===== config.mk =====
export PLATFORM = sky130hd
export DESIGN_NAME = epbuf_access
export DESIGN_NICKNAME = d
export VERILOG_FILES = /design/src/rtl/epbuf_pkg.sv /design/src/rtl/epbuf_addr_map.sv /design/src/rtl/epbuf_rx_engine.sv /design/src/rtl/epbuf_tx_engine.sv /design/src/rtl/epbuf_access.sv
export SDC_FILE = /design/constraint.sdc
export NUM_CORES = 1
export LEC_CHECK = 0
export BUFFER_PORTS_ARGS = -buffer_cell sky130_fd_sc_hd__buf_4
export CORE_MARGIN = 4
export CORE_UTILIZATION = 56
export DETAILED_ROUTE_END_ITERATION = 7
export HOLD_SLACK_MARGIN = 0.12
export PLACE_DENSITY = 0.95
export REMOVE_ABC_BUFFERS = 1
export SETUP_SLACK_MARGIN = 0.2
export SYNTH_ARGS = -nofsm -noshare
export SYNTH_HDL_FRONTEND = slang
export SYNTH_HIERARCHICAL = 1
export SYNTH_SLANG_ARGS = --single-unit

===== constraint.sdc =====
create_clock -name clk -period 6.49 [get_ports clk]
set_clock_uncertainty 0.2 [all_clocks]
set_input_delay 1.298 -clock clk [delete_from_list [all_inputs] [get_ports clk]]
set_output_delay 1.298 -clock clk [all_outputs]
set_load 0.01 [all_outputs]

===== src/rtl/epbuf_pkg.sv =====
package epbuf_pkg;

   localparam int REG_AW = 3;

   localparam logic [REG_AW-1:0] RA_CTRL   = 3'd0;
   localparam logic [REG_AW-1:0] RA_RXLEN  = 3'd1;
   localparam logic [REG_AW-1:0] RA_RXDATA = 3'd2;
   localparam logic [REG_AW-1:0] RA_TXLEN  = 3'd3;
   localparam logic [REG_AW-1:0] RA_TXDATA = 3'd4;
   localparam logic [REG_AW-1:0] RA_STATUS = 3'd5;

   localparam int CT_RD    = 0;
   localparam int CT_WR    = 1;
   localparam int CT_EP_LO = 2;

   localparam int ST_RX_EOP = 0;
   localparam int ST_TX_EOP = 1;
   localparam int ST_RX_RDY = 2;

   typedef enum logic [2:0] {
      RX_IDLE,
      RX_LEN_REQ,
      RX_LEN_WAIT,
      RX_DATA_WAIT,
      RX_READY,
      RX_NEXT_REQ
   } rx_state_e;

endpackage


===== src/rtl/epbuf_addr_map.sv =====
module epbuf_addr_map #(
   parameter int NUM_EP = 16,
   parameter int EP_W   = 4,
   parameter int WORD_W = 5,
   parameter int AW     = 10
) (
   input  logic              dir,
   input  logic [EP_W-1:0]   ep,
   input  logic [WORD_W-1:0] word,
   output logic [AW-1:0]     addr
);
   localparam int WPE  = 1 << WORD_W;
   localparam bit POW2 = (NUM_EP & (NUM_EP - 1)) == 0;

   generate
      if (NUM_EP < 2 || NUM_EP > (1 << EP_W)) begin : g_bad_ep
         $error("epbuf_addr_map: NUM_EP must be within 2 .. 2**EP_W");
      end
      if (POW2) begin : g_concat
         localparam int EPB = $clog2(NUM_EP);
         if (1 + EPB + WORD_W != AW) begin : g_bad_aw
            $error("epbuf_addr_map: AW mismatch");
         end
         assign addr = {dir, ep[EPB-1:0], word};
      end else begin : g_arith
         assign addr = AW'((32'(dir) * 32'(NUM_EP) + 32'(ep)) * 32'(WPE) + 32'(word));
      end
   endgenerate

endmodule


===== src/rtl/epbuf_rx_engine.sv =====
module epbuf_rx_engine
   import epbuf_pkg::*;
#(
   parameter int DATA_W = 32,
   parameter int LEN_W  = 10,
   parameter int WORD_W = 5
) (
   input  logic              clk,
   input  logic              rst_n,
   input  logic              start,
   input  logic              stop,
   input  logic              consume,
   input  logic [DATA_W-1:0] mem_rdata,
   output logic              active,
   output logic              mem_req,
   output logic              len_phase,
   output logic [WORD_W-1:0] word_idx,
   output logic [LEN_W-1:0]  rx_len,
   output logic [DATA_W-1:0] rx_word,
   output logic              word_ready,
   output logic              eop_pulse
);
   localparam int STEP = DATA_W / 8;

   rx_state_e        state;
   logic [LEN_W-1:0] left;
   logic [LEN_W-1:0] fetched_len;
   logic             last_word;
   logic             take;

   assign fetched_len = mem_rdata[LEN_W-1:0];
   assign last_word   = left <= LEN_W'(STEP);
   assign active      = state != RX_IDLE;
   assign word_ready  = state == RX_READY;
   assign len_phase   = state == RX_LEN_REQ;
   assign take        = consume && word_ready;
   assign mem_req     = (state == RX_LEN_REQ) || (state == RX_NEXT_REQ) ||
                        ((state == RX_LEN_WAIT) && (fetched_len != '0));

   always_ff @(posedge clk or negedge rst_n) begin
      if (!rst_n) begin
         state     <= RX_IDLE;
         left      <= '0;
         word_idx  <= '0;
         rx_len    <= '0;
         rx_word   <= '0;
         eop_pulse <= 1'b0;
      end else begin
         eop_pulse <= 1'b0;
         if (start) begin
            state    <= RX_LEN_REQ;
            word_idx <= '0;
         end else if (stop) begin
            state <= RX_IDLE;
         end else begin
            case (state)
               RX_LEN_REQ: state <= RX_LEN_WAIT;
               RX_LEN_WAIT: begin
                  rx_len <= fetched_len;
                  left   <= fetched_len;
                  if (fetched_len == '0) begin
                     state     <= RX_IDLE;
                     eop_pulse <= 1'b1;
                  end else begin
                     state <= RX_DATA_WAIT;
                  end
               end
               RX_DATA_WAIT: begin
                  rx_word <= mem_rdata;
                  state   <= RX_READY;
               end
               RX_READY: begin
                  if (take) begin
                     if (last_word) begin
                        state     <= RX_IDLE;
                        eop_pulse <= 1'b1;
                     end else begin
                        left     <= left - LEN_W'(STEP);
                        word_idx <= word_idx + 1'b1;
                        state    <= RX_NEXT_REQ;
                     end
                  end
               end
               RX_NEXT_REQ: state <= RX_DATA_WAIT;
               default:     state <= RX_IDLE;
            endcase
         end
      end
   end

   // the end-of-packet pulse only appears once receive mode has closed
   a_r4_eop_closes: assert property (@(posedge clk) disable iff (!rst_n)
      eop_pulse |-> !active);

   // the word index moves only on a consumed word or on mode entry
   a_r5_idx_hold: assert property (@(posedge clk) disable iff (!rst_n)
      (!consume && !start) |=> $stable(word_idx));

   // a ready word always follows a data fetch
   a_r3_ready_after_fetch: assert property (@(posedge clk) disable iff (!rst_n)
      $rose(word_ready) |-> $past(state == RX_DATA_WAIT));

endmodule


===== src/rtl/epbuf_tx_engine.sv =====
module epbuf_tx_engine #(
   parameter int DATA_W = 32,
   parameter int LEN_W  = 10,
   parameter int WORD_W = 5
) (
   input  logic              clk,
   input  logic              rst_n,
   input  logic              start,
   input  logic              stop,
   input  logic              len_wr,
   input  logic [LEN_W-1:0]  len_val,
   input  logic              data_wr,
   output logic              active,
   output logic [LEN_W-1:0]  tx_len,
   output logic [WORD_W-1:0] word_idx,
   output logic              mem_wr,
   output logic              eop_pulse
);
   localparam int STEP = DATA_W / 8;

   logic             final_word;
   logic [LEN_W-1:0] next_len;

   assign mem_wr     = data_wr && active;
   assign final_word = tx_len <= LEN_W'(STEP);
   assign next_len   = final_word ? '0 : tx_len - LEN_W'(STEP);

   always_ff @(posedge clk or negedge rst_n) begin
      if (!rst_n) begin
         active    <= 1'b0;
         tx_len    <= '0;
         word_idx  <= '0;
         eop_pulse <= 1'b0;
      end else begin
         eop_pulse <= 1'b0;
         if (len_wr) begin
            tx_len <= len_val;
         end
         if (start) begin
            word_idx <= '0;
            if (tx_len == '0) begin
               active    <= 1'b0;
               eop_pulse <= 1'b1;
            end else begin
               active <= 1'b1;
            end
         end else if (stop) begin
            active <= 1'b0;
         end else if (mem_wr) begin
            tx_len   <= next_len;
            word_idx <= word_idx + 1'b1;
            if (final_word) begin
               active    <= 1'b0;
               eop_pulse <= 1'b1;
            end
         end
      end
   end

   // no buffer write is issued against an exhausted count
   a_r6_no_write_at_zero: assert property (@(posedge clk) disable iff (!rst_n)
      mem_wr |-> tx_len != '0);

   // without a software load the count never grows
   a_r6_len_never_rises: assert property (@(posedge clk) disable iff (!rst_n)
      !len_wr |=> tx_len <= $past(tx_len));

   // outside transmit mode the count is only changed by software
   a_r9_idle_keeps_len: assert property (@(posedge clk) disable iff (!rst_n)
      (!active && !len_wr) |=> $stable(tx_len));

endmodule


===== src/rtl/epbuf_access.sv =====
module epbuf_access
   import epbuf_pkg::*;
#(
   parameter int DATA_W = 32,
   parameter int LEN_W  = 10,
   parameter int EP_W   = 4,
   parameter int NUM_EP = 16,
   parameter int WORD_W = 5,
   localparam int BUF_AW = $clog2(2 * NUM_EP) + WORD_W
) (
   input  logic              clk,
   input  logic              rst_n,
   input  logic [REG_AW-1:0] reg_addr,
   input  logic              reg_wr,
   input  logic              reg_rd,
   input  logic [DATA_W-1:0] reg_wdata,
   output logic [DATA_W-1:0] reg_rdata,
   output logic [BUF_AW-1:0] buf_addr,
   output logic              buf_rd,
   input  logic [DATA_W-1:0] buf_rdata,
   output logic              buf_wr,
   output logic [DATA_W-1:0] buf_wdata
);
   localparam int CTRL_W = CT_EP_LO + EP_W;

   generate
      if (DATA_W != 32) begin : g_bad_dw
         $error("epbuf_access: the countdown step assumes 32-bit words");
      end
      if (LEN_W < 3 || LEN_W > DATA_W) begin : g_bad_lw
         $error("epbuf_access: LEN_W out of range");
      end
      if (CTRL_W > DATA_W || WORD_W < 1) begin : g_bad_cw
         $error("epbuf_access: control or word width out of range");
      end
   endgenerate

   logic [EP_W-1:0] ep_q;
   logic            ctrl_wr, stat_wr, rd_bit, wr_bit;
   logic            rx_start, rx_stop, tx_start, tx_stop;
   logic            rx_active, rx_req, rx_len_phase, rx_ready, rx_eop;
   logic            tx_active, tx_mem_wr, tx_eop;
   logic            rx_eop_q, tx_eop_q;
   logic [WORD_W-1:0] rx_idx, tx_idx, map_word;
   logic [LEN_W-1:0]  rx_len, tx_len;
   logic [DATA_W-1:0] rx_word;

   assign ctrl_wr  = reg_wr && (reg_addr == RA_CTRL);
   assign stat_wr  = reg_wr && (reg_addr == RA_STATUS);
   assign rd_bit   = reg_wdata[CT_RD];
   assign wr_bit   = reg_wdata[CT_WR];
   assign rx_start = ctrl_wr && rd_bit;
   assign rx_stop  = ctrl_wr && !rd_bit;
   assign tx_start = ctrl_wr && wr_bit && !rd_bit;
   assign tx_stop  = ctrl_wr && !(wr_bit && !rd_bit);

   always_ff @(posedge clk or negedge rst_n) begin
      if (!rst_n) begin
         ep_q <= '0;
      end else if (ctrl_wr) begin
         ep_q <= reg_wdata[CTRL_W-1:CT_EP_LO];
      end
   end

   epbuf_rx_engine #(
      .DATA_W (DATA_W),
      .LEN_W  (LEN_W),
      .WORD_W (WORD_W)
   ) u_rx (
      .clk        (clk),
      .rst_n      (rst_n),
      .start      (rx_start),
      .stop       (rx_stop),
      .consume    (reg_rd && (reg_addr == RA_RXDATA)),
      .mem_rdata  (buf_rdata),
      .active     (rx_active),
      .mem_req    (rx_req),
      .len_phase  (rx_len_phase),
      .word_idx   (rx_idx),
      .rx_len     (rx_len),
      .rx_word    (rx_word),
      .word_ready (rx_ready),
      .eop_pulse  (rx_eop)
   );

   epbuf_tx_engine #(
      .DATA_W (DATA_W),
      .LEN_W  (LEN_W),
      .WORD_W (WORD_W)
   ) u_tx (
      .clk       (clk),
      .rst_n     (rst_n),
      .start     (tx_start),
      .stop      (tx_stop),
      .len_wr    (reg_wr && (reg_addr == RA_TXLEN)),
      .len_val   (reg_wdata[LEN_W-1:0]),
      .data_wr   (reg_wr && (reg_addr == RA_TXDATA)),
      .active    (tx_active),
      .tx_len    (tx_len),
      .word_idx  (tx_idx),
      .mem_wr    (tx_mem_wr),
      .eop_pulse (tx_eop)
   );

   // receive payload sits one word above the length word
   assign map_word = tx_mem_wr    ? tx_idx :
                     rx_len_phase ? '0     : rx_idx + 1'b1;

   epbuf_addr_map #(
      .NUM_EP (NUM_EP),
      .EP_W   (EP_W),
      .WORD_W (WORD_W),
      .AW     (BUF_AW)
   ) u_map (
      .dir  (tx_mem_wr),
      .ep   (ep_q),
      .word (map_word),
      .addr (buf_addr)
   );

   assign buf_rd    = rx_req;
   assign buf_wr    = tx_mem_wr;
   assign buf_wdata = reg_wdata;

   always_ff @(posedge clk or negedge rst_n) begin
      if (!rst_n) begin
         rx_eop_q <= 1'b0;
         tx_eop_q <= 1'b0;
      end else begin
         if (rx_eop) begin
            rx_eop_q <= 1'b1;
         end else if (stat_wr && reg_wdata[ST_RX_EOP]) begin
            rx_eop_q <= 1'b0;
         end
         if (tx_eop) begin
            tx_eop_q <= 1'b1;
         end else if (stat_wr && reg_wdata[ST_TX_EOP]) begin
            tx_eop_q <= 1'b0;
         end
      end
   end

   always_comb begin
      reg_rdata = '0;
      case (reg_addr)
         RA_CTRL: begin
            reg_rdata[CT_RD]                = rx_active;
            reg_rdata[CT_WR]                = tx_active;
            reg_rdata[CTRL_W-1:CT_EP_LO]    = ep_q;
         end
         RA_RXLEN:  reg_rdata[LEN_W-1:0] = rx_len;
         RA_RXDATA: reg_rdata            = rx_ready ? rx_word : '0;
         RA_TXLEN:  reg_rdata[LEN_W-1:0] = tx_len;
         RA_STATUS: begin
            reg_rdata[ST_RX_EOP] = rx_eop_q;
            reg_rdata[ST_TX_EOP] = tx_eop_q;
            reg_rdata[ST_RX_RDY] = rx_ready;
         end
         default: reg_rdata = '0;
      endcase
   end

   // the two directions are never active together
   a_r10_modes_exclusive: assert property (@(posedge clk) disable iff (!rst_n)
      !(rx_active && tx_active));

   // buffer port never reads and writes in one cycle
   a_r7_port_exclusive: assert property (@(posedge clk) disable iff (!rst_n)
      !(buf_rd && buf_wr));

   // a set flag stays set unless software writes one to it
   a_r11_rx_sticky: assert property (@(posedge clk) disable iff (!rst_n)
      (rx_eop_q && !(stat_wr && reg_wdata[ST_RX_EOP])) |=> rx_eop_q);

   a_r11_tx_sticky: assert property (@(posedge clk) disable iff (!rst_n)
      (tx_eop_q && !(stat_wr && reg_wdata[ST_TX_EOP])) |=> tx_eop_q);

endmodule


# Word level (Yosys, flattened, before mapping)

Index checks and enable logic that the tools add are counted.

Bits in registers: 84
Bits of input ports: 71
Output and inout bits: 76
Word-level logic and storage cells: 125

Add/sub/neg operators: 4
Order comparisons: 2
Eq/ne operators: 16
Muxes and demuxes: 49
Bitwise logic cells: 2
Reduce and logical (&&, ||, !) cells: 39

Operators with widths:

| operator              | count |
|---|---|
| $mux 10               | 7 |
| $mux 5                | 10 |
| $mux 32               | 1 |
| $pmux 3 s5            | 2 |
| $mux 22               | 1 |
| $le 10x3->1 const B   | 2 |
| $logic_not 10->1      | 2 |
| $pmux 10 s2           | 1 |
| $sub 10x3->10 const B | 2 |
| $mux 1                | 19 |
| $logic_and 1x1->1     | 16 |
| $eq 3x2->1 const B    | 4 |
| $eq 3x3->1 const B    | 4 |
| $mux 3                | 4 |
| $pmux 3 s4            | 1 |
| $pmux 4 s3            | 1 |
| $reduce_bool 2->1     | 6 |
| $add 5x1->5 const B   | 2 |
| $reduce_bool 10->1    | 1 |
| $reduce_bool 3->1     | 3 |
| $ne 2x2->1 const B    | 4 |
| $eq 3x1->1 const B    | 2 |
| $reduce_and 3->1      | 2 |
| $reduce_and 5->1      | 1 |
| 10 further kinds      | 14 |

# Longest topological paths before layout

Gate-level depths: netlist (run 1).

Depth in word-level cells: 7
Mapped depth: 11

# By module

The synthesis (run 1) kept the hierarchy.

Modules (own cells, without submodules):

| module          | instances | cells each | area an instance (µm²) |
|---|---|---|---|
| epbuf_rx_engine | 1         | 218        | 2736.4 |
| epbuf_access    | 1         | 144        | 1154.9 |
| epbuf_tx_engine | 1         | 100        | 959.7 |
| epbuf_addr_map  | 1         | 10         | 75.1 |

# Worst setup path before layout (run 1)

OpenSTA, ideal clock, no wires.

Kind: in2out
Start point: input port reg_addr[0]
End point: output port buf_addr[3]
Data arrival time: 2.891 ns
Required time: 4.992 ns
Setup slack: 2.101 ns
Stages on the path: 8
Buffers on the path: 2
Cells stage by stage: buf_4 > nand2b_1 > nor3b_1 > inv_1 > nor2_1 > nor2_1 > a22o_1 > buf_4

Cells in the longest elaborated chain, start to end: 4

Ends and longest elaborated chain:

| element           | RTL line              | RTL |
|---|---|---|
| start, declared   | epbuf_access.sv:13    | `input logic [REG_AW-1:0] reg_addr,` |
| $eq 3x3->1        | epbuf_access.sv:97    | `.data_wr (reg_wr && (reg_addr == RA_TXDATA)),` |
| $logic_and 1x1->1 | epbuf_access.sv:97    |  |
| $logic_and 1x1->1 | epbuf_tx_engine.sv:24 | `assign mem_wr = data_wr && active;` |
| net buf_wr        | epbuf_access.sv:21    | `output logic buf_wr,` |
| $mux 5            | epbuf_access.sv:106   | `assign map_word = tx_mem_wr ? tx_idx :` |
| end, declared     | epbuf_access.sv:18    | `output logic [BUF_AW-1:0] buf_addr,` |

The timed path passes the listed nets, and every way through them passes these cells.

# Worst setup path after layout (run 1)

Start point: register u_rx.state[0]
End point: output port reg_rdata[0]

Cells in the longest elaborated chain, start to end: 3
Elaborated cells between the ends (all ways): 4
Those cells by class: eq/ne: 1; mux: 2; reduce/logical: 1

Ends and longest elaborated chain:

| element                | RTL line              | RTL |
|---|---|---|
| start, declared        | epbuf_rx_engine.sv:25 | `rx_state_e state;` |
| start signal, assigned | epbuf_rx_engine.sv:42 | `state <= RX_IDLE;` |
| start signal, assigned | epbuf_rx_engine.sv:51 | `state <= RX_LEN_REQ;` |
| start signal, assigned | epbuf_rx_engine.sv:54 | `state <= RX_IDLE;` |
| $eq 3x3->1             | epbuf_rx_engine.sv:34 | `assign word_ready = state == RX_READY;` |
| net rx_ready           | epbuf_access.sv:41    | `logic rx_active, rx_req, rx_len_phase, rx_ready, rx_eop;` |
| $mux 32                | epbuf_access.sv:152   | `RA_RXDATA: reg_rdata = rx_ready ? rx_word : '0;` |
| $pmux 3 s5             | epbuf_access.sv:145   | `case (reg_addr)` |
| end, declared          | epbuf_access.sv:17    | `output logic [DATA_W-1:0] reg_rdata,` |

The timed path passes the listed nets, and every way through them passes these cells.

==> flow_summary.toml, run 1 <==
[global_routing]
grtUsageTotal_pct = 25.7
grt_pass1_vias = 4102
grt_max_degree = 85
grt.overflow.total = 0
grt_pass1_wl_um = 20500
antenna_found_initial = 0

[yosys]
yosys-top-cells-area = "dfrtp_1 (43%), mux2_2 (11%), buf_4 (6.9%)"
syn_inst = 472
synth.yosys.warnings = 6
syn_area_mm2 = 0.00493
yosysUniqueCellTypes = 61
yosysTopAreaCell = "dfrtp_1"
synth_seq_cells = 84
yosysSeqAreaShare_pct = 42.7
netlist.area_leader.share_pct = 42.7
syn_area_per_cell_um2 = 10.4
synth_edf_count = 0
ys.flop_type = "dfrtp_1"
postSynth.asyncResetShare_pct = 100

[detailed_routing]
wl_per_cell_um = 20.2
vias_per_cell = 6.29
antenna_left = 0
vias = 3979
drcViolationCount = 0
drt_iter0_drc = 308
drt-total-wl_um = 12800
dr.pass1.iters = 5

[timing]
max_freq_mhz = 207
finalCriticalPeriod_ns = 4.84
slew_violations = 0
timing.hold.ws_ns = 0.244
worstMarginPinSlew_ns = 1.27
hold_violations = 0
setup_tns_ns = 0
rsz0062_at_grt = "false"
setup_viol = 0
relSlewSlack_pct = 15.5
min_period_over_period_pct = 74.5

[cts]
clk_latency_ns = 0.37
cts_htree_levels = 3
cts_root_buffer = "clkbuf_8"
clk_transition_reported_paths_ns = 0.09
hold_buffers = 0
cts_buffers = 9
ctsResizeCount = 0
tritoncts = "done"
clk_path_buf_depth = 2
post-cts-setup-buffers = 0
cts_sinks = 84

[final_layout]
final_util_pct = 66.7
area_growth_pct = 13.4
fin_nets = 602
drive_gt1_share_pct = 33.9
n_antenna_cell = 0
stdcell_count = 633

[hold_path]
hold_path.class = "reg2reg"

[die]
io_pins = 147
row_count = 33
die_h_um = 102
die-area_mm2 = 0.0104
design.core.area_mm2 = 0.00838
initial_utilization_pct = 58.8
die_x_um = 102

[setup_path]
cp_max_fo = 29
cp.arrival_ns = 3.34
startpoint_type = "flip-flop"
cp-end-kind = "output port"
cp.required_ns = 4.99
critPathKind = "reg2out"

[place]
port-buffer-count = 102
place.gp.congestion = 0.903
dpl.cell_count = 617
hpwl_um = 9280

[pwr]
power_density_mw_per_mm2 = 367
ir_worst_vdd_mv = 0.206
leakagePower_nw = 2.58
total_power_w = 0.00205

[run_status]
run_status = "complete, no violations"

[flow_run]
max_cap_violations = 0
-- cells in the mapped netlist (2+ instances only) --
cell type	count
and3_1	3
a22o_1	5
nand4_1	8
nor4_1	4
buf_6	6
nor3b_1	7
inv_1	15
a21oi_1	17
xnor2_1	4
o22ai_1	6
a21o_1	3
nand2b_1	3
a211oi_1	2
nand3_1	14
o31ai_1	7
a221oi_1	3
nand2_1	19
clkbuf_1	4
nor2b_1	3
a211o_1	2
o221ai_1	3
o21ai_1	4
a22oi_1	6
a221o_1	2
a31oi_1	4
nor3_1	6
ha_1	8
dfrtp_1	84
xor2_1	5
or4_1	4
or3_1	4
nor2_1	25
buf_2	10
o211ai_1	3
o21ai_0	14
mux2i_1	16
and2_1	23
mux2_2	49
buf_4	45
-- report_power, final --
part	switching, W	leakage (nW)	internal (W)	total [W]
Combinational	0.000347	1.45	0.000371	0.000718
Clock	0.000218	0.106	0.000189	0.000406
Sequential	0.000188	1.03	0.000740	0.000927
-- sequential cells by signal (all words and copies together) (netlist names) --
signal and count:
u_rx/eop_pulse 1, u_rx/state 3, u_rx/rx_len 10, u_tx/tx_len 10, u_tx/eop_pulse 1, u_rx/left 10, u_tx/active 1, u_tx/word_idx 5
u_rx/word_idx 5, u_rx/rx_word 32, rx_eop_q 1, tx_eop_q 1, ep_q 4
-- per-layer routing --
metal	part of all wire, %	vias up	track usage, %	wire [µm]
met5	0.45	-	3.85	57
met4	2.8	2	9.20	352
met3	11	43	10.6	1450
met2	48	245	41.6	6150
met1	37	1932	30.5	4770
li1	-	1757	-	-
-- through the flow --
step | cell area [µm²] | worst slack (ns)
finish | 5590 | 1.65
global route | 5590 | 1.43
CTS | 5590 | 1.71
detailed placement | 5380 | 1.82
global placement | 5380 | 1.95
floorplan | 4460 | 2.25
-- placed cells by master, fill, tap and decap left out, types with 4 or more instances in the layout --
| master | synthesis | layout |
|---|---|---|
| or4_1 | 4 | 4 |
| o31ai_1 | 7 | 7 |
| buf_4 | 45 | 105 |
| nor3b_1 | 7 | 7 |
| nor3_1 | 6 | 6 |
| nand2_1 | 19 | 19 |
| nand3_1 | 14 | 14 |
| clkbuf_8 | 0 | 9 |
| or3_1 | 4 | 4 |
| a22oi_1 | 6 | 6 |
| a31oi_1 | 4 | 4 |
| ha_1 | 8 | 8 |
| and2_1 | 23 | 23 |
| nor2_1 | 25 | 25 |
| nor4_1 | 4 | 4 |
| inv_1 | 15 | 15 |
| xnor2_1 | 4 | 4 |
| a22o_1 | 5 | 5 |
| o22ai_1 | 6 | 6 |
| mux2i_1 | 16 | 16 |
| o21ai_1 | 4 | 4 |
| xor2_1 | 5 | 5 |
| nand4_1 | 8 | 8 |
| o21ai_0 | 14 | 14 |
| dfrtp_1 | 84 | 84 |
| mux2_2 | 49 | 49 |
| a21oi_1 | 17 | 17 |
-- critical path, stage by stage (launching register included) --
cell and delay [ns]:
dfrtp_1 0.50, or3b_1 0.66, clkinv_4 0.24, nor4bb_4 1.07
a221o_1 0.35, buf_4 0.13
-- cells by family after synthesis --
kind of cell | synth area share [%]
adders and majority gates | 2.03
DFF | 42.7
and+or+nand+nor | 16.1
buffers and inverters | 10.9
muxes | 14.5
AOI/OAI and AO/OA | 12.2
xor gates and xnor gates | 1.60
-- worst paths after layout --
| path | depth (start not counted) | slack, ns | endpoint | start |
|---|---|---|---|---|
| max reg2reg | 4 | 3.87 | u_rx/rx_word[10] | u_rx/state[2] |
| min reg2reg | 1 | 0.24 | tx_eop_q | u_tx/eop_pulse |
| max in group asynchronous | 1 | 4.51 | u_rx/rx_word[15] | rst_n |
| max | 5 | 1.65 | reg_rdata[0] | u_rx/state[0] |
| min in group asynchronous | 1 | 0.90 | u_tx/tx_len[2] | rst_n |
| min | 1 | 0.24 | tx_eop_q | u_tx/eop_pulse |
-- cell type report --
type / instances / area (µm²)
clock buffers: 9 / 124
clock inverters: 7 / 88.8
fillers: 604 / 2790
inverters: 17 / 68.8
multi-input cells: 306 / 2280
flip-flops and latches: 84 / 2100
well taps: 105 / 131
repair buffers: 105 / 788
No activity file was read; power rests on OpenSTA's default activity.
==> inputs of run 2 (changes only) <==
--- a/config.mk
+++ b/config.mk
@@ -7,10 +7,10 @@
 export LEC_CHECK = 0
 export BUFFER_PORTS_ARGS = -buffer_cell sky130_fd_sc_hd__buf_4
 export CORE_MARGIN = 4
-export CORE_UTILIZATION = 56
+export CORE_UTILIZATION = 47
 export DETAILED_ROUTE_END_ITERATION = 7
 export HOLD_SLACK_MARGIN = 0.12
-export PLACE_DENSITY = 0.95
+export PLACE_DENSITY = 0.88
 export REMOVE_ABC_BUFFERS = 1
 export SETUP_SLACK_MARGIN = 0.2
 export SYNTH_ARGS = -nofsm -noshare
==> constraint.sdc (replaced) <==
create_clock -name clk -period 4.3 [get_ports clk]
set_clock_uncertainty 0.2 [all_clocks]
set_input_delay 0.86 -clock clk [delete_from_list [all_inputs] [get_ports clk]]
set_output_delay 0.86 -clock clk [all_outputs]
set_load 0.01 [all_outputs]
==> run 2 against run 1 <==
  * Die area grew 18%
  * Sequential power grew 50%
  * Setup slack lost 1.2 ns
  * Highest routed layer unchanged
==> flow_summary.toml, run 2 (synthesis gave the netlist of run 1 again) <==
[timing]
max_freq_mhz = 260
slew_violations = 0
timing.hold.ws_ns = 0.237
setup_tns_ns = 0
hold_violations = 0
finalCriticalPeriod_ns = 3.84
relSlewSlack_pct = 30.0
rsz0062_at_grt = "false"
worstMarginPinSlew_ns = 1.05
setup_viol = 0
min_period_over_period_pct = 89.3

[setup_path]
r2r-start = "u_rx/state[0]"
cp.required_ns = 3.24
startpoint_type = "flip-flop"
cp_max_fo = 27
cp-end-kind = "output port"
cp.arrival_ns = 2.78
crit_start = "u_rx/state[0]"
critPathKind = "reg2out"

[die]
die_h_um = 110
die-area_mm2 = 0.0122
row_count = 37
die_x_um = 110
design.core.area_mm2 = 0.0103
initial_utilization_pct = 47.9
io_pins = 147

[cts]
post-cts-setup-buffers = 0
clk_transition_reported_paths_ns = 0.08
ctsResizeCount = 0
clk_path_buf_depth = 2
tritoncts = "done"
hold_buffers = 0
cts_htree_levels = 3
clk_latency_ns = 0.36
cts_buffers = 9
cts_sinks = 84
cts_root_buffer = "clkbuf_8"

[hold_path]
worstHoldStart = "u_rx/eop_pulse"
hold_path.class = "reg2reg"

[pwr]
p_int_w = 0.00202
power_density_mw_per_mm2 = 545
netSwitchingPower_w = 0.00106
comb_power_share_pct = 34.5
pwr-share-seq_pct = 45.0
switching_share_pct = 34.5
pwr-share-clk_pct = 20.4
leakagePower_nw = 2.59
ir_worst_vdd_mv = 0.262

[detailed_routing]
drcViolationCount = 0
vias_per_cell = 5.91
dr.pass1.iters = 5
drt_iter0_drc = 263
drt-total-wl_um = 12200
antenna_left = 0
wl_per_cell_um = 18.4
vias = 3928

[global_routing]
grt_max_degree = 85
grt_pass1_wl_um = 19600
grt_pass1_vias = 3870
grtUsageTotal_pct = 20.9
antenna_found_initial = 0
grt.overflow.total = 0

[final_layout]
n_fill_cell = 906
layout_common_cells = "buf_4 (106), dfrtp_1 (84), mux2_2 (49)"
n_antenna_cell = 0
area_growth_pct = 14.6
ff_latch_area_mm2 = 0.00210
largest_register_ffs = 32
layout_commonest_cell = "buf_4"
drive_gt1_share_pct = 34.0
multi_input_area_mm2 = 0.00228
fin_nets = 603
regMostFlops = "u_rx/rx_word"

[run_status]
run_status = "complete, no violations"

[flow_run]
max_cap_violations = 0

[place]
hpwl_um = 9020
place.gp.congestion = 0.925
port-buffer-count = 102
==> run 2: final cells by class <==
cell class,count,share of cell area (%)
tap,136,3.01
inverter,17,1.22
sequential,84,37.2
multi-input combinational,306,40.5
clock buffer,10,2.44
timing repair buffer,106,14.1
clock inverter,6,1.55
==> run 2: power by group through the flow <==
stage / logic, W / clock network, W / registers (W)
detailed placement: 0.00106 / 0 / 0.00139
global route: 0.00118 / 0.000676 / 0.00143
finish: 0.00106 / 0.000629 / 0.00139
global placement: 0.00100 / 0 / 0.00136
CTS: 0.00106 / 0.000643 / 0.00138
floorplan: 0.000747 / 0 / 0.00131
==> run 2: stage by stage <==
stage | setup WS [ns] | utilization [%] | std cells | total power [W] | cell area [µm²]
6_report | 0.461 | 54.9 | 665 | 0.00308 | 5650
5_1_grt | 0.216 | 54.9 | 665 | 0.00328 | 5650
4_1_cts | 0.459 | 54.9 | 665 | 0.00309 | 5650
3_5_place_dp | 0.496 | 52.8 | 649 | 0.00245 | 5420
3_3_place_gp | 0.700 | 52.8 | 649 | 0.00236 | 5420
2_1_floorplan | 0.915 | - | 407 | 0.00205 | 4460
==> run 2: per-layer routing <==
metal | GRT usage, % | up-vias | wire [µm]
met4 | 6.86 | 2 | 256
met1 | 25.9 | 1909 | 4830
met5 | 2.68 | - | 46
li1 | - | 1762 | -
met2 | 34.3 | 227 | 5940
met3 | 6.76 | 28 | 1150
==> run 2: final timing paths <==
kind / endpoint / slack (ns) / depth (start not counted)
setup / recovery: reg_rdata[2] / 0.46 / 7
hold / removal: rx_eop_q / 0.24 / 1
setup reg to reg: u_rx/word_idx[4] / 1.86 / 5
hold reg to reg: rx_eop_q / 0.24 / 1
max in group asynchronous: u_tx/tx_len[1] / 2.75 / 1
min in group asynchronous: u_tx/tx_len[9] / 0.49 / 1
==> run 2: critical path, cell delays in order (launching register included) <==
cell	delay (ns)
dfrtp_1	0.49
or3b_1	0.65
clkinv_4	0.24
nor4bb_4	0.36
buf_4	0.32
a32oi_1	0.12
o21ai_1	0.11
buf_4	0.13
==> inputs of run 3 (changes only) <==
--- a/config.mk
+++ b/config.mk
@@ -5,12 +5,12 @@
 export SDC_FILE = /design/constraint.sdc
 export NUM_CORES = 1
 export LEC_CHECK = 0
-export BUFFER_PORTS_ARGS = -buffer_cell sky130_fd_sc_hd__buf_4
 export CORE_MARGIN = 4
-export CORE_UTILIZATION = 47
+export CORE_UTILIZATION = 58
 export DETAILED_ROUTE_END_ITERATION = 7
+export DONT_BUFFER_PORTS = 1
 export HOLD_SLACK_MARGIN = 0.12
-export PLACE_DENSITY = 0.88
+export PLACE_DENSITY = 0.87
 export REMOVE_ABC_BUFFERS = 1
 export SETUP_SLACK_MARGIN = 0.2
 export SYNTH_ARGS = -nofsm -noshare
==> run 3 against run 2 <==
  * Register-to-register slack worse by 0.06 ns
  * Power down 4.7%
  * First-iteration DRC count up 18%
  * Largest power group unchanged
  * Sequential cell count unchanged
  * Largest cell class unchanged
==> flow_summary.toml, run 3 (synthesis gave the netlist of run 1 again) <==
[global_routing]
grtUsageTotal_pct = 23.7
grt_pass1_vias = 3656
antenna_found_initial = 0
grt.overflow.total = 0
grt_max_degree = 85
grt_pass1_wl_um = 18700

[cts]
clk_latency_ns = 0.36
post-cts-setup-buffers = 0
clk_transition_reported_paths_ns = 0.09
cts_htree_levels = 3
clk_path_buf_depth = 2
cts_root_buffer = "clkbuf_8"
cts_sinks = 84
tritoncts = "done"
cts_buffers = 9

[run_status]
run_status = "complete, no violations"

[detailed_routing]
antenna_left = 0
vias_per_cell = 6.52
vias = 3493
drt-total-wl_um = 11600
wl_per_cell_um = 21.7
dr.pass1.iters = 7
drcViolationCount = 0
drt_iter0_drc = 311

[pwr]
netSwitchingPower_w = 0.00106
p_int_w = 0.00187
ir_worst_vdd_mv = 0.340
pwr-share-seq_pct = 47.3
comb_power_share_pct = 31.9
power_density_mw_per_mm2 = 602
pwr-share-clk_pct = 20.8
leakagePower_nw = 2.10
switching_share_pct = 36.2

[final_layout]
stdcell_count = 536
layout_commonest_cell = "dfrtp_1"
regMostFlops = "u_rx/rx_word"
area_growth_pct = -1.04
fin_area_mm2 = 0.00487
fin_nets = 504
layout_common_cells = "dfrtp_1 (84), mux2_2 (49), nor2_1 (25)"
drive_gt1_share_pct = 18.8
n_fill_cell = 668
largest_register_ffs = 32

[timing]
fin_ws_ns = 0.571
slew_violations = 0
setup_tns_ns = 0
rsz0062_at_grt = "false"
timing.hold.ws_ns = 0.184
worstMarginPinSlew_ns = 0.827
max_freq_mhz = 268
setup_viol = 0
relSlewSlack_pct = 44.7
hold_violations = 0
finalCriticalPeriod_ns = 3.73
min_period_over_period_pct = 86.7

[place]
port-buffer-count = 0
place_ws_ns = 0.979
dpl.cell_count = 518
place.gp.congestion = 0.970
hpwl_um = 8380
placed_area_mm2 = 0.00463

[die]
die_x_um = 100
initial_utilization_pct = 59.7
design.core.area_mm2 = 0.00826
row_count = 33
die-area_mm2 = 0.0100
io_pins = 147
die_h_um = 100

[setup_path]
crit_chain = "or3b_1, clkinv_4, nor4bb_4, buf_4, a32oi_1, o21ai_1"
cp.arrival_ns = 2.67
cp-end-kind = "output port"
r2r_cells = 4
cp.required_ns = 3.24
critPathKind = "reg2out"
reg2reg_slack_ns = 1.80
cpPeakStageDelay_ns = 0.65
critPathSlowestCell = "or3b_1"
cp_max_fo = 27
r2r-end = "u_rx/left[8]"
startpoint_type = "flip-flop"
r2r-start = "u_rx/left[7]"

[flow_run]
max_cap_violations = 0

[hold_path]
hold_path.class = "in2async"
-- run 3: changes by cell type in the layout (fill, tap and decap cells not counted), sizes merged --
cell and delta:
buf -99, bufinv -1, clkbuf -1, clkinv -4
clkinvlp +1, diode +1, inv +5
-- run 3: through the flow --
step | utilization, % | power, W
6_report | 59.0 | 0.00293
5_1_grt | 59.0 | 0.00312
4_1_cts | 59.0 | 0.00293
3_5_place_dp | 56.1 | 0.00231
3_3_place_gp | 56.1 | 0.00223
2_1_floorplan | - | 0.00205
-- run 3: area by class of cell --
class,instances,area (µm²),area share [%]
Antenna cell,1,2.50,0.0513
Clock inverter,7,88.8,1.82
Sequential cell,84,2100,43.1
Multi-Input combinational cell,306,2280,46.9
Clock buffer,9,124,2.54
Timing Repair Buffer,7,72.6,1.49
Inverter,17,68.8,1.41
Tap cell,105,131,2.70
-- run 3: power by group through the flow --
| stage | sequential, W | clock [W] | combinational, W |
|---|---|---|---|
| 2_1_floorplan | 0.00131 | 0 | 0.000747 |
| 3_3_place_gp | 0.00137 | 0 | 0.000862 |
| 3_5_place_dp | 0.00140 | 0 | 0.000907 |
| 4_1_cts | 0.00139 | 0.000616 | 0.000931 |
| 5_1_grt | 0.00143 | 0.000648 | 0.00104 |
| 6_report | 0.00139 | 0.000609 | 0.000936 |
-- run 3: how the worst max path moves through the flow --
stage / start / end / cells past startpoint
after floorplan: reg_addr[0] / u_rx/rx_word[0] / 6
after global placement: u_rx/state[0] / reg_rdata[2] / 6
after detailed placement: u_rx/state[0] / reg_rdata[2] / 6
after CTS: u_rx/state[0] / reg_rdata[2] / 6
after global routing: u_rx/state[0] / reg_rdata[2] / 6
final: u_rx/state[0] / reg_rdata[2] / 6
-- run 3: repair_timing --
| item | in CTS | in global routing |
|---|---|---|
| resized for setup | 0 | 0 |
| endpoints found under the setup margin | 0 | 0 |
| endpoints found under the hold margin | 84 | 0 |
| hold buffers | 1 | 0 |
-- run 3: routing by layer --
metal	global-route usage, %	routed length [µm]
met4	6.01	122
met3	9.24	1360
met2	38.7	5650
met1	29.6	4510
met5	2.05	0
-- run 3: critical path: cells and delay by family (launching register included) --
kind                   cells  cell delay, ns
buffers and inverters      2            0.55
AND/OR/NAND/NOR            2            1.01
flip-flops                 1            0.48
AO/OA/AOI/OAI              2            0.26
